<file path="src/rtl/pfs_pkg.sv">
package pfs_pkg;
  typedef struct packed {
    logic porClr;
    logic porInc;
    logic brkClr;
    logic brkInc;
  } pfs_strobe_t;

  typedef enum logic {
    ST_HOLD = 1'b0,
    ST_RUN  = 1'b1
  } pfs_state_t;
endpackage

</file>
<file path="src/rtl/pfs_datapath.sv">
module pfs_datapath
  import pfs_pkg::*;
#(
  parameter int POR_W = 16,
  parameter int BRK_W = 16,
  parameter int SYNC_STAGES = 2
) (
  input  logic             clk,
  input  logic             rstN,
  input  logic [1:0]       goodRaw,
  input  logic [POR_W-1:0] porDelay,
  input  logic [BRK_W-1:0] brakeDelay,
  input  pfs_strobe_t      strobe,
  output logic             supplyOk,
  output logic             porDone,
  output logic             brkDone
);
  localparam int RAILS = 2;

  logic [RAILS-1:0] goodSync;
  logic [POR_W-1:0] porCnt;
  logic [BRK_W-1:0] brkCnt;

  for (genvar r = 0; r < RAILS; r++) begin : g_sync
    logic [SYNC_STAGES-1:0] chain;
    always_ff @(posedge clk or negedge rstN) begin
      if (!rstN) chain <= '0;
      else       chain <= {chain[SYNC_STAGES-2:0], goodRaw[r]};
    end
    assign goodSync[r] = chain[SYNC_STAGES-1];
  end

  assign supplyOk = &goodSync;

  always_ff @(posedge clk or negedge rstN) begin
    if (!rstN)              porCnt <= '0;
    else if (strobe.porClr) porCnt <= '0;
    else if (strobe.porInc) porCnt <= porCnt + 1'b1;
  end

  always_ff @(posedge clk or negedge rstN) begin
    if (!rstN)              brkCnt <= '0;
    else if (strobe.brkClr) brkCnt <= '0;
    else if (strobe.brkInc) brkCnt <= brkCnt + 1'b1;
  end

  assign porDone = (porCnt >= porDelay);
  assign brkDone = (brkCnt >= brakeDelay);

  // a bad supply sample always leaves the power-on count at zero
  a_r4_por_restart: assert property (@(posedge clk) disable iff (!rstN)
    !supplyOk |=> (porCnt == '0));

  a_r6_brk_no_wrap: assert property (@(posedge clk) disable iff (!rstN)
    (brkCnt == '1) |=> (brkCnt != '0) || $past(strobe.brkClr));
endmodule

</file>
<file path="src/rtl/pfs_control.sv">
module pfs_control
  import pfs_pkg::*;
(
  input  logic        clk,
  input  logic        rstN,
  input  logic        supplyOk,
  input  logic        porDone,
  input  logic        brkDone,
  input  logic        parkReq,
  input  logic        brakeReq,
  output pfs_strobe_t strobe,
  output logic        running,
  output logic        latchDrvEn,
  output logic        parkEn,
  output logic        brakeEn
);
  pfs_state_t state;
  logic faultSeq;
  logic faultBrake;
  logic finishing;

  assign running   = (state == ST_RUN);
  assign finishing = supplyOk && (state == ST_HOLD) && porDone;

  always_comb begin
    strobe.porClr = !supplyOk || finishing;
    strobe.porInc = supplyOk && (state == ST_HOLD) && !porDone;
    strobe.brkClr = !faultSeq || finishing;
    strobe.brkInc = faultSeq && !faultBrake && !brkDone && !finishing;
  end

  always_ff @(posedge clk or negedge rstN) begin
    if (!rstN) begin
      state      <= ST_HOLD;
      faultSeq   <= 1'b1;
      faultBrake <= 1'b0;
    end else begin
      if (!supplyOk)      state <= ST_HOLD;
      else if (finishing) state <= ST_RUN;

      if (!supplyOk)      faultSeq <= 1'b1;
      else if (finishing) faultSeq <= 1'b0;

      if (finishing)                faultBrake <= 1'b0;
      else if (faultSeq && brkDone) faultBrake <= 1'b1;
    end
  end

  assign parkEn     = faultSeq || parkReq;
  assign latchDrvEn = !parkEn;
  assign brakeEn    = faultBrake || brakeReq;

  // a bad supply sample forces the block into hold on the next edge
  a_r2_fault_holds_reset: assert property (@(posedge clk) disable iff (!rstN)
    !supplyOk |=> !running);

  // park on and latch drivers off together with the reset
  a_r5_fault_parks: assert property (@(posedge clk) disable iff (!rstN)
    !supplyOk |=> (parkEn && !latchDrvEn));

  // fault brake only rises once the delay count is complete
  a_r6_brake_after_delay: assert property (@(posedge clk) disable iff (!rstN)
    $rose(faultBrake) |-> $past(brkDone));

  // fault brake only drops together with reset release
  a_r7_brake_until_release: assert property (@(posedge clk) disable iff (!rstN)
    $fell(faultBrake) |-> running);
endmodule

</file>
<file path="src/rtl/pfs_supervisor.sv">
module pfs_supervisor
  import pfs_pkg::*;
#(
  parameter int POR_W = 16,
  parameter int BRK_W = 16
) (
  input  logic             clk,
  input  logic             rstN,
  input  logic             lvGoodRaw,
  input  logic             hvGoodRaw,
  input  logic             parkReq,
  input  logic             brakeReq,
  input  logic [POR_W-1:0] porDelay,
  input  logic [BRK_W-1:0] brakeDelay,
  output logic             resetCoreN,
  output logic             resetEmuN,
  output logic             latchDrvEn,
  output logic             parkEn,
  output logic             brakeEn
);
  pfs_strobe_t strobe;
  logic supplyOk;
  logic porDone;
  logic brkDone;
  logic running;

  pfs_datapath #(.POR_W(POR_W), .BRK_W(BRK_W), .SYNC_STAGES(2)) u_dp (
    .clk        (clk),
    .rstN       (rstN),
    .goodRaw    ({hvGoodRaw, lvGoodRaw}),
    .porDelay   (porDelay),
    .brakeDelay (brakeDelay),
    .strobe     (strobe),
    .supplyOk   (supplyOk),
    .porDone    (porDone),
    .brkDone    (brkDone)
  );

  pfs_control u_ctl (
    .clk        (clk),
    .rstN       (rstN),
    .supplyOk   (supplyOk),
    .porDone    (porDone),
    .brkDone    (brkDone),
    .parkReq    (parkReq),
    .brakeReq   (brakeReq),
    .strobe     (strobe),
    .running    (running),
    .latchDrvEn (latchDrvEn),
    .parkEn     (parkEn),
    .brakeEn    (brakeEn)
  );

  assign resetCoreN = running;
  assign resetEmuN  = running;

  // reset release needs the power-on count to be complete
  a_r3_release_after_delay: assert property (@(posedge clk) disable iff (!rstN)
    $rose(resetCoreN) |-> $past(porDone) && $past(supplyOk));
endmodule

</file>
<file path="config.mk">
export PLATFORM = sky130hd
export DESIGN_NAME = pfs_supervisor
export DESIGN_NICKNAME = d
export VERILOG_FILES = /design/src/rtl/pfs_pkg.sv /design/src/rtl/pfs_datapath.sv /design/src/rtl/pfs_control.sv /design/src/rtl/pfs_supervisor.sv
export SDC_FILE = /design/constraint.sdc
export NUM_CORES = 1
export LEC_CHECK = 0
export BUFFER_PORTS_ARGS = -buffer_cell sky130_fd_sc_hd__buf_2
export CORE_MARGIN = 10
export CORE_UTILIZATION = 50
export CTS_CLUSTER_DIAMETER = 200
export CTS_CLUSTER_SIZE = 30
export DETAILED_ROUTE_END_ITERATION = 7
export GPL_ROUTABILITY_DRIVEN = 0
export PLACE_DENSITY_LB_ADDON = 0.1
export REMOVE_ABC_BUFFERS = 1
export SYNTH_ARGS = -nofsm -noshare
export SYNTH_HDL_FRONTEND = slang
export SYNTH_SLANG_ARGS = --single-unit
</file>
<file path="constraint.sdc">
create_clock -name clk -period 2.6 [get_ports clk]
set_input_delay 0.13 -clock clk [delete_from_list [all_inputs] [get_ports clk]]
set_output_delay 0.13 -clock clk [all_outputs]
set_load 0.05 [all_outputs]
</file>
==> impl_metrics.tcl <==
set metrics [dict create \
    outcome "complete, no violations" \
    final_hold_viol_count 0 \
    critPathLaunchType "flip-flop" \
    final.setup.tns_ns 0 \
    hp-class "reg2reg" \
    holdPathStages 0 \
    root_buffer "clkbuf_8" \
    slowest_stage "or4_1" \
    grt_use_total_pct 14.0 \
    avgSynthCellArea_um2 9.42 \
    n_antenna_cell 0 \
    nets 426 \
    clock_sinks 39 \
    synth_top_family_by_area "simple AND/OR/NAND/NOR gates" \
    fin_util_pct 58.8 \
    synth.distinct_cells 51 \
    synth_compound_area_share_pct 18.3 \
    yosysMostFrequentCell "dfrtp_1" \
    slew_headroom_pct 42.0 \
    synth_edf_count 0 \
    path_cells "inv_1 -> ha_1 -> nand2b_4 -> a2111o_1 -> and3_4 -> or4_1 -> a211oi_2" \
    synthXorXnorAreaFrac_pct 3.87 \
    grt_setup_unrepaired "no" \
    seq_area_frac_synth_pct 33.2 \
    rows 27 \
    synth-simple-area-share_pct 22.4 \
    grt_overflow 0 \
    power_density_nw_per_um2 470 \
    maxSlewViolCount 0 \
    area_growth_pct 12.2 \
    antenna_found_initial 0 \
    synth_mux_area_share_pct 0 \
    synth_ff_type "dfrtp_1" \
    hold_ws_ns 0.351 \
    yosysWarnings 0 \
    path_clk_slew_ns 0.08 \
    final_antenna_net_count 0 \
    drtIter0Drc 157 \
    cts.repair.resized 0 \
    core_region_area_um2 5610 \
    synth.top_cell.area_share_pct 32.3 \
    synth_common_cells "dfrtp_1, ha_1, inv_1" \
    drt-pass1-iter-count 4 \
    io_pins 43 \
    htreeDepth 2 \
    clock_skew_ns 0.00595 \
    min_period_over_period_pct 94.0 \
    die_w_um 96.7 \
    post_drt_wl_per_cell_um 15.3 \
    crit_family "simple AND/OR/NAND/NOR gates" \
    drc_errors 0 \
    grt_first_pass_wirelength_mm 11.5 \
    cts_tree "yes" \
    cts_buffers 5 \
    async_flop_share_pct 100 \
    die_y_um 96.7 \
    first_global_vias 2431 \
    dpl.hpwl_mm 4.80 \
    cts_setup_buffers 0 \
    worstReg2RegStart "u_dp.brkCnt[0]" \
    maxCapViolations 0 \
    worst_setup_path_end_kind "flip-flop" \
    synth_fa_ha_area_share_pct 14.5 \
    fmax_ghz 0.409 \
    critical_path_class "reg2reg" \
    grt_max_degree 40 \
    synthCells 312 \
    synth_area_leaders "dfrtp_1, ha_1, inv_1" \
    finalSetupViolCount 0 \
    holdPathEnd "u_dp.g_sync[1].chain[1]" \
    initial_utilization_pct 52.4 \
    worstRegToRegCells 7 \
    vias_per_cell 5.76 \
    final_layout_size_suffix_gt1_share_pct 20.9 \
    cts_buffer_depth 2 \
    crit_required_ns 2.79 \
    hold_path_startpoint "u_dp.g_sync[1].chain[0]" \
    tightestPinTransition_ns 0.870 \
    yosysTopAreaCell "dfrtp_1" \
    cpPeakStageDelay_ns 0.51 \
    port_buffers 42 \
    reg2reg_setup_slack_ns 0.15 \
    via_count 2455 \
    path_max_fanout 30 \
    r2r_end "u_dp.brkCnt[8]" \
    synth_area_um2 2940 \
    p_leak_uw 0.00159 \
    critPathBufInv 1 \
    synth_seq_cells 39 \
    dieArea_um2 9350 \
    min_period_ns 2.45 \
    arrival_ns 2.63 \
    routed_wl_mm 6.51 \
    insertion_delay_ns 0.29 \
    ir_drop_v 0.000474 \
]
final cells by class:
type	instances	area, µm²
Fill cell	515	2310
Sequential cell	39	977
Clock inverter	1	5.00
Timing Repair Buffer	48	275
Tap cell	72	90.1
Inverter	35	131
Multi-Input combinational cell	225	1740
Clock buffer	6	82.6
cell usage in the layout (no fill, tap or decap), types with 2 or more instances in the layout:
cell / count
buf_2: 42
dfrtp_1: 38
inv_1: 34
ha_1: 34
nand2_1: 20
nand4_1: 17
nor3_1: 16
o31ai_1: 15
or4_1: 13
nand3_1: 12
a21oi_1: 12
and3_1: 10
a211oi_2: 10
a211oi_1: 8
xor2_1: 8
nor2_1: 7
clkbuf_8: 6
and4_1: 5
xnor2_1: 5
o21ai_0: 4
dlygate4sd3_1: 3
or2_2: 2
o21a_1: 2
a31oi_1: 2
nand4b_1: 2
buf_4: 2
through the flow:
stage                     instances  total power (µW)  setup WS [ns]  area [µm²]
after global placement          416              1130          0.241        3180
final                           426              1550          0.155        3300
after CTS                       426              1570          0.168        3300
after floorplan                 299              1020          0.155        2850
after detailed placement        416              1150          0.173        3180
after global routing            426              1670        0.00509        3300
metal layers:
layer / routed length (µm) / GRT usage, %
met1: 2970 / 17.4
met2: 3210 / 23.8
met3: 258 / 3.05
met4: 77 / 3.72
met5: 0 / 0
repair_timing:
item,CTS,global route
endpoints found under the setup margin,0,0
hold buffers,3,0
hold endpoints to repair,32,0
how the worst max path moves through the flow:
| stage | start | to | cells past startpoint |
|---|---|---|---|
| 2_1_floorplan | u_dp.porCnt[14] | u_ctl.faultBrake | 6 |
| 5_1_grt | u_dp.porCnt[2] | u_dp.brkCnt[0] | 7 |
| 3_5_place_dp | u_dp.brkCnt[0] | u_dp.brkCnt[12] | 7 |
| 6_report | u_dp.brkCnt[0] | u_dp.brkCnt[8] | 7 |
| 3_3_place_gp | u_dp.brkCnt[0] | u_dp.brkCnt[9] | 7 |
| 4_1_cts | u_dp.brkCnt[0] | u_dp.brkCnt[15] | 7 |
sequential cells by signal, summed over array words and instances, names as in the netlist:
signal,flops
u_ctl.faultBrake,1
u_ctl.faultSeq,1
u_ctl.running,1
u_dp.brkCnt,16
u_dp.g_sync.chain,4
u_dp.porCnt,16
report_power, final:
group / switching (µW) / internal, µW / total (µW)
registers: 89.6 / 669 / 758
clock network: 206 / 208 / 414
logic: 189 / 190 / 378
total: 485 / 1070 / 1550
worst reg2reg max path: stages, from the launching register on:
cell and delay, ns:
dfrtp_1 0.43, inv_1 0.08, ha_1 0.27, nand2b_4 0.13, a2111o_1 0.42, and3_4 0.27, or4_1 0.52, a211oi_2 0.23
kinds of logic after synthesis:
kind of cell | Yosys count
buf+inv | 48
flops | 39
xor+xnor | 13
compound gates | 66
fa+ha+maj | 34
simple gates | 112
No activity file was read; power rests on OpenSTA's default activity.
